===== src/rtl/iter_divider_pkg.sv =====
// Package: shared types for the iterative divider.
// Assumes: nothing beyond IEEE 1800-2017 packed types.
package iter_divider_pkg;

    // Operation kind carried on req_kind.
    typedef enum logic [1:0] {
        DK_QUOT = 2'd0,
        DK_EXT  = 2'd1,
        DK_MOD  = 2'd2,
        DK_ALT  = 2'd3
    } div_kind_e;

    // Control states of the divider sequencer.
    typedef enum logic [1:0] {
        ST_IDLE = 2'd0,
        ST_RUN  = 2'd1,
        ST_FIX  = 2'd2
    } div_state_e;

    // Per-request attributes held through the iteration.
    typedef struct packed {
        logic is_signed;
        logic is_word;
        logic is_mod;
        logic neg_quot;
        logic neg_rem;
        logic pre_ovf;
        logic den_zero;
    } div_flags_t;

endpackage


===== src/rtl/div_operand_prep.sv =====
// Module: div_operand_prep
// Turns raw request operands into unsigned magnitudes and initial iteration
// state, and records the sign and special-case attributes.
// Assumes: XLEN is even; purely combinational, sampled at acceptance.
module div_operand_prep
    import iter_divider_pkg::*;
#(
    parameter int XLEN = 64
) (
    input  logic [XLEN-1:0] dividend,
    input  logic [XLEN-1:0] divisor,
    input  logic            is_signed,
    input  logic            is_word,
    input  logic [1:0]      kind,
    output logic [XLEN-1:0] quo_init,
    output logic [XLEN-1:0] rem_init,
    output logic [XLEN-1:0] den_mag,
    output div_flags_t      flags
);
    localparam int HALF = XLEN / 2;

    logic            use_ext;
    logic            use_mod;
    logic            word_ext;
    logic            full_ext;
    logic [HALF-1:0] a_half;
    logic [XLEN-1:0] a_op;
    logic [XLEN-1:0] b_op;
    logic            a_neg;
    logic            b_neg;
    logic [XLEN-1:0] a_mag;
    logic [XLEN-1:0] b_mag;
    logic            early_ovf;

    // Select operands by width, take magnitudes, and set up the iteration.
    always_comb begin
        use_ext  = (kind == DK_EXT);
        use_mod  = (kind == DK_MOD);
        word_ext = is_word & use_ext;
        full_ext = ~is_word & use_ext;

        a_half = word_ext ? dividend[XLEN-1:HALF] : dividend[HALF-1:0];
        a_op   = is_word ? {{HALF{is_signed & a_half[HALF-1]}}, a_half} : dividend;
        b_op   = is_word ? {{HALF{is_signed & divisor[HALF-1]}}, divisor[HALF-1:0]}
                         : divisor;

        a_neg = is_signed & a_op[XLEN-1];
        b_neg = is_signed & b_op[XLEN-1];
        a_mag = a_neg ? (~a_op + 1'b1) : a_op;
        b_mag = b_neg ? (~b_op + 1'b1) : b_op;

        early_ovf = full_ext & (a_mag >= b_mag);

        if (word_ext) begin
            quo_init = a_mag << HALF;
        end else if (full_ext) begin
            quo_init = '0;
        end else begin
            quo_init = a_mag;
        end
        rem_init = (full_ext & ~early_ovf) ? a_mag : '0;
        den_mag  = b_mag;

        flags.is_signed = is_signed;
        flags.is_word   = is_word;
        flags.is_mod    = use_mod;
        flags.neg_quot  = a_neg ^ b_neg;
        flags.neg_rem   = a_neg;
        flags.pre_ovf   = early_ovf;
        flags.den_zero  = (b_mag == '0);
    end

endmodule


===== src/rtl/div_iter_core.sv =====
// Module: div_iter_core
// Restoring shift-subtract engine: one quotient bit per step, XLEN steps.
// Assumes: rem_init < den when the quotient is to be used; load and step
// are never high together.
module div_iter_core #(
    parameter int XLEN = 64
) (
    input  logic            clk,
    input  logic            rst_n,
    input  logic            load,
    input  logic            step,
    input  logic [XLEN-1:0] quo_init,
    input  logic [XLEN-1:0] rem_init,
    input  logic [XLEN-1:0] den_in,
    output logic [XLEN-1:0] quo_mag,
    output logic [XLEN-1:0] rem_mag,
    output logic            last
);
    localparam int CNT_W = $clog2(XLEN);

    logic [XLEN-1:0]  quo_q;
    logic [XLEN-1:0]  rem_q;
    logic [XLEN-1:0]  den_q;
    logic [CNT_W-1:0] cnt_q;
    logic [XLEN:0]    partial;
    logic [XLEN:0]    diff;
    logic             fits;

    // Form the trial subtraction of the shifted remainder.
    always_comb begin
        partial = {rem_q, quo_q[XLEN-1]};
        diff    = partial - {1'b0, den_q};
        fits    = ~diff[XLEN];
    end

    // Load operands or advance one quotient bit per step.
    always_ff @(posedge clk) begin
        if (!rst_n) begin
            quo_q <= '0;
            rem_q <= '0;
            den_q <= '0;
            cnt_q <= '0;
        end else if (load) begin
            quo_q <= quo_init;
            rem_q <= rem_init;
            den_q <= den_in;
            cnt_q <= '0;
        end else if (step) begin
            quo_q <= {quo_q[XLEN-2:0], fits};
            rem_q <= fits ? diff[XLEN-1:0] : partial[XLEN-1:0];
            cnt_q <= cnt_q + 1'b1;
        end
    end

    assign quo_mag = quo_q;
    assign rem_mag = rem_q;
    assign last    = step && (cnt_q == CNT_W'(XLEN - 1));

endmodule


===== src/rtl/div_result_fix.sv =====
// Module: div_result_fix
// Applies signs, checks the quotient range, widens word results and forces
// zero for unrepresentable cases. Purely combinational.
// Assumes: magnitudes come from a completed XLEN-step iteration.
module div_result_fix
    import iter_divider_pkg::*;
#(
    parameter int XLEN = 64
) (
    input  logic [XLEN-1:0] quo_mag,
    input  logic [XLEN-1:0] rem_mag,
    input  div_flags_t      flags,
    output logic [XLEN-1:0] result
);
    localparam int HALF = XLEN / 2;
    localparam logic [XLEN-1:0] LIM_FULL_S = XLEN'(1) << (XLEN - 1);
    localparam logic [XLEN-1:0] LIM_WORD_S = XLEN'(1) << (HALF - 1);
    localparam logic [XLEN-1:0] LIM_WORD_U = XLEN'(1) << HALF;

    logic [XLEN-1:0] lim_s;
    logic            ovf;
    logic [XLEN-1:0] quo_val;
    logic [XLEN-1:0] rem_val;
    logic [XLEN-1:0] quo_out;
    logic [XLEN-1:0] rem_out;

    // Range-check the quotient and build the final value.
    always_comb begin
        lim_s = flags.is_word ? LIM_WORD_S : LIM_FULL_S;
        if (flags.is_signed) begin
            ovf = flags.neg_quot ? (quo_mag > lim_s) : (quo_mag >= lim_s);
        end else begin
            ovf = flags.is_word & (quo_mag >= LIM_WORD_U);
        end

        quo_val = flags.neg_quot ? (~quo_mag + 1'b1) : quo_mag;
        rem_val = flags.neg_rem  ? (~rem_mag + 1'b1) : rem_mag;

        if (flags.is_word) begin
            quo_out = {{HALF{flags.is_signed & quo_val[HALF-1]}}, quo_val[HALF-1:0]};
            rem_out = {{HALF{flags.is_signed & rem_val[HALF-1]}}, rem_val[HALF-1:0]};
        end else begin
            quo_out = quo_val;
            rem_out = rem_val;
        end

        if (flags.den_zero) begin
            result = '0;
        end else if (flags.is_mod) begin
            result = rem_out;
        end else if (flags.pre_ovf || ovf) begin
            result = '0;
        end else begin
            result = quo_out;
        end
    end

endmodule


===== src/rtl/iter_divider.sv =====
// Module: iter_divider (top)
// Single-request iterative divider: accepts when idle, iterates XLEN steps,
// spends one cycle on fix-up and emits a one-cycle result beat.
// Assumes: XLEN even and at least 4; synchronous active-low reset.
module iter_divider
    import iter_divider_pkg::*;
#(
    parameter int XLEN  = 64,
    parameter int TAG_W = 5
) (
    input  logic             clk,
    input  logic             rst_n,
    input  logic             req_valid,
    output logic             req_ready,
    input  logic [XLEN-1:0]  req_dividend,
    input  logic [XLEN-1:0]  req_divisor,
    input  logic             req_signed,
    input  logic             req_word,
    input  logic [1:0]       req_kind,
    input  logic [TAG_W-1:0] req_dest,
    output logic             rsp_valid,
    output logic             rsp_wr_en,
    output logic [TAG_W-1:0] rsp_dest,
    output logic [XLEN-1:0]  rsp_data
);
    div_state_e       state_q;
    div_flags_t       flags_d;
    div_flags_t       flags_q;
    logic [TAG_W-1:0] dest_q;
    logic [XLEN-1:0]  quo_init;
    logic [XLEN-1:0]  rem_init;
    logic [XLEN-1:0]  den_mag;
    logic [XLEN-1:0]  quo_mag;
    logic [XLEN-1:0]  rem_mag;
    logic [XLEN-1:0]  fixed;
    logic             accept;
    logic             last_step;

    assign req_ready = (state_q == ST_IDLE);
    assign accept    = req_valid && (state_q == ST_IDLE);

    div_operand_prep #(.XLEN(XLEN)) u_prep (
        .dividend (req_dividend),
        .divisor  (req_divisor),
        .is_signed(req_signed),
        .is_word  (req_word),
        .kind     (req_kind),
        .quo_init (quo_init),
        .rem_init (rem_init),
        .den_mag  (den_mag),
        .flags    (flags_d)
    );

    div_iter_core #(.XLEN(XLEN)) u_core (
        .clk     (clk),
        .rst_n   (rst_n),
        .load    (accept),
        .step    (state_q == ST_RUN),
        .quo_init(quo_init),
        .rem_init(rem_init),
        .den_in  (den_mag),
        .quo_mag (quo_mag),
        .rem_mag (rem_mag),
        .last    (last_step)
    );

    div_result_fix #(.XLEN(XLEN)) u_fix (
        .quo_mag(quo_mag),
        .rem_mag(rem_mag),
        .flags  (flags_q),
        .result (fixed)
    );

    // Sequence idle, iterate and fix-up; hold request attributes.
    always_ff @(posedge clk) begin
        if (!rst_n) begin
            state_q <= ST_IDLE;
            flags_q <= '0;
            dest_q  <= '0;
        end else begin
            case (state_q)
                ST_IDLE: if (accept) begin
                    state_q <= ST_RUN;
                    flags_q <= flags_d;
                    dest_q  <= req_dest;
                end
                ST_RUN:  if (last_step) state_q <= ST_FIX;
                ST_FIX:  state_q <= ST_IDLE;
                default: state_q <= ST_IDLE;
            endcase
        end
    end

    // Register the one-cycle result beat.
    always_ff @(posedge clk) begin
        if (!rst_n) begin
            rsp_valid <= 1'b0;
            rsp_wr_en <= 1'b0;
            rsp_dest  <= '0;
            rsp_data  <= '0;
        end else begin
            rsp_valid <= (state_q == ST_FIX);
            rsp_wr_en <= (state_q == ST_FIX);
            if (state_q == ST_FIX) begin
                rsp_dest <= dest_q;
                rsp_data <= fixed;
            end
        end
    end

endmodule


===== config.mk =====
export PLATFORM = sky130hd
export DESIGN_NAME = iter_divider
export DESIGN_NICKNAME = d
export VERILOG_FILES = /design/src/rtl/iter_divider_pkg.sv /design/src/rtl/div_operand_prep.sv /design/src/rtl/div_iter_core.sv /design/src/rtl/div_result_fix.sv /design/src/rtl/iter_divider.sv
export SDC_FILE = /design/constraint.sdc
export NUM_CORES = 1
export LEC_CHECK = 0
export ABC_CLOCK_PERIOD_IN_PS = 7600
export CORE_MARGIN = 4
export CORE_UTILIZATION = 45
export DETAILED_ROUTE_END_ITERATION = 6
export PLACE_DENSITY = 0.77
export SLEW_MARGIN = 30
export SYNTH_ARGS = -nofsm -noshare
export SYNTH_HDL_FRONTEND = slang
export SYNTH_SLANG_ARGS = --single-unit

===== constraint.sdc =====
create_clock -name clk -period 7.6 [get_ports clk]
set_input_delay 1.52 -clock clk [delete_from_list [all_inputs] [get_ports clk]]
set_output_delay 1.52 -clock clk [all_outputs]
set_load 0.02 [all_outputs]

==> impl_metrics.toml <==
[timing]
finalCritPeriodShare = 0.942
fin_crit_ns = 7.16
skew_ns = 0.0226
fin_tns_setup_ns = 0
maxSlewViolCount = 0
fmax_ghz = 0.140
hold_viol = 0
maxSlewHeadroom = 0.295
tightest_slew_ns = 1.05
holdWs_ns = 0.452
setup_viol = 0
timing.final.ws_setup_ns = 0.439
rsz0062_at_grt = "no"

[yosys]
avgSynthCellArea_um2 = 7.04
syn_nets = 3796
netlist_area_um2 = 24800
ys_ff_latch = 282
netlist_instances = 3520
synth_edf_count = 0
synth_cell_types = 85
async_reset_ff_frac = 0
synth_warnings = 0
synthFlopType = "dfxtp_1"
ys_seq_area_frac = 0.228

[global_routing]
antenna_found_initial = 6
grt_use_total = 0.339
overflow = 0
first_global_vias = 25500
grt_pass1_wl_mm = 158
grt_max_degree = 90

[hold_path]
holdCritPathClass = "register to register"

[power_and_ir_drop]
powerDensity_nw_per_um2 = 212
vdd_drop_max_uv = 183
leakage_nw = 11.1
finalPower_mw = 6.18

[placed_design]
gp_congestion = 1.04
dp_cells = 4348
dp_slack_ns = -0.204
dpl_cell_area_um2 = 28200
io_buffers = 211
hpwl_mm = 83.8

[detailed_routing]
dr.pass1.iters = 7
wl_per_cell_um = 24.2
totalWireLength_mm = 107
drcViolationCount = 7
vias = 28500
ant_nets = 0
viasPerCell = 6.47
drt-initial-drc-count = 3878

[finish]
final_core_util = 0.538
synthToLayoutAreaGrowth_pct = 17.7
final_design_area_no_fill_um2 = 29200
fin_cells = 4401
fillCellCount = 5307
final_common_cell = "nand2_1"
nNetsFinal = 3960
drive_gt1_frac = 0.0705
final_cell_mix = "463 x nand2_1, 336 x a21oi_1, 321 x nor2_1"

[critical_path]
start_kind = "input port"
reg2reg_to = "u_core.rem_mag[6]"
critPathArrivalTime_ns = 7.65
worst-path-stages = 22
worst-path-buf-inv = 4
r2r_slack_ns = 2.46
path_class = "input port to register"
worstPathCellList = "clkdlybuf4s50_1 -> or4_1 -> or3_1 -> a222oi_1 -> buf_4 -> and3_1 -> nor2b_1 -> a21oi_1 -> a211oi_1 -> ha_1 -> a21o_1 -> a21o_1 -> a21oi_1 -> nor2_1 -> a2111oi_1 -> nand3_1 -> o211ai_1 -> and4_1 -> buf_4 -> buf_12 -> a21oi_1 -> a211oi_1"
cp_slowest_stage_delay_ns = 0.60
path_max_fanout = 19
crit_top_cell = "a21oi_1"
worstSetupEndpoint = "u_core.rem_mag[12]"
r2r_cells = 17
crit_start = "req_dividend[11]"
crit_required_ns = 8.09
r2r_start = "u_core.quo_mag[63]"
cp_slowest_cell = "or4_1"
setup.worst_path.end_class = "register"
critPathTopFamily = "compound AO/OA/AOI/OAI gates"

[cts]
clock_latency_ns = 0.59
cts_tree = "built"
cts_buffers = 30
cts_sinks = 282
clk_pin_slew_ns = 0.06
htreeDepth = 1
root_buffer = "clkbuf_16"
hold_buffers = 0
cts_buffer_depth = 3

[floorplan]
die_w_um = 243
die_area_um2 = 58900
rows = 85
die_h_um = 243
start_util = 0.458
ioPinCount = 212
core_um2 = 54100

[flow_run]
drv_cap = 0

[run_status]
violations = "design-rule violations"
outcome = "finished, violations left"
[layout make-up]
type | instances | area, um2 | share of cell area
tap | 696 | 871 | 0.0299
timing repair buffer | 380 | 3420 | 0.117
multi-input combinational | 2868 | 17800 | 0.611
clock inverter | 7 | 51.3 | 0.00176
sequential | 282 | 5650 | 0.194
clock buffer | 44 | 893 | 0.0306
antenna | 2 | 5.00 | 0.000172
inverter | 122 | 460 | 0.0158
[power by group]
group	internal (mW)	switching (mW)
registers	1.58	0.184
logic	1.08	1.89
clock network	0.806	0.634
total	3.47	2.71
[state kept, by name, summed over array words and instances, names as in the netlist]
signal,flops
u_core.den_q,64
u_core.rem_mag,64
rsp_wr_en,1
rsp_dest,5
flags_q,7
u_core.quo_mag,64
u_core.cnt_q,6
rsp_data,64
state_q,2
dest_q,5
[worst min-delay path by stage]
| stage | end | slack (ns) | cells past startpoint | from |
|---|---|---|---|---|
| after floorplan | rsp_dest[0] | 0.43 | 2 | dest_q[0] |
| after CTS | dest_q[0] | 0.46 | 2 | dest_q[0] |
| after global routing | rsp_dest[0] | 0.47 | 2 | rsp_dest[0] |
| after global placement | rsp_data[31] | 0.43 | 2 | rsp_data[31] |
| final | rsp_data[31] | 0.45 | 2 | rsp_data[31] |
| after detailed placement | rsp_dest[3] | 0.44 | 2 | dest_q[3] |
[logic make-up (layout without fill, tap and decap cells)]
kind of cell / count (synthesis) / count (layout) / synth area share
and+or+nand+nor: 1218 / 1218 / 0.227
xor gates and xnor gates: 290 / 290 / 0.103
AOI/OAI and AO/OA: 1186 / 1186 / 0.301
DFF: 282 / 282 / 0.228
adders and majority gates: 136 / 136 / 0.0690
muxes: 38 / 38 / 0.0154
buffers and inverters: 370 / 553 / 0.0567
other: 0 / 2 / 0
[cells in the mapped netlist (all sizes together) (52+ instances only)]
master / n / area share
a211oi: 101 / 0.031
a21o: 62 / 0.019
a21oi: 336 / 0.068
clkbuf: 220 / 0.033
dfxtp: 282 / 0.23
ha: 135 / 0.068
inv: 121 / 0.018
nand2: 465 / 0.071
nand4: 52 / 0.013
nor2: 325 / 0.050
nor3: 90 / 0.019
o21ai: 305 / 0.062
xnor2: 202 / 0.072
xor2: 88 / 0.031
[worst register-to-register path, delay by kind of cell, from the launching register on]
| family | cells | cell delay [ns] |
|---|---|---|
| DFF | 1 | 0.32 |
| and+or+nand+nor | 5 | 1.11 |
| adders and majority gates | 2 | 0.64 |
| buffers and inverters | 4 | 0.81 |
| xor gates and xnor gates | 1 | 0.80 |
| AOI/OAI and AO/OA | 5 | 1.33 |
[per-layer routing]
layer / vias to the layer above / part of all wire / track usage
li1: 13100 / - / -
met1: 13100 / 0.40 / 0.465
met2: 1874 / 0.41 / 0.499
met3: 354 / 0.12 / 0.0767
met4: 4 / 0.063 / 0.176
met5: - / 0.00019 / 0
[repair_timing]
item                       CTS  global route
setup endpoints to repair    0            44
resized for setup            0             2
setup buffers                0             0
Note: power is estimated with default switching activity, not from simulation.
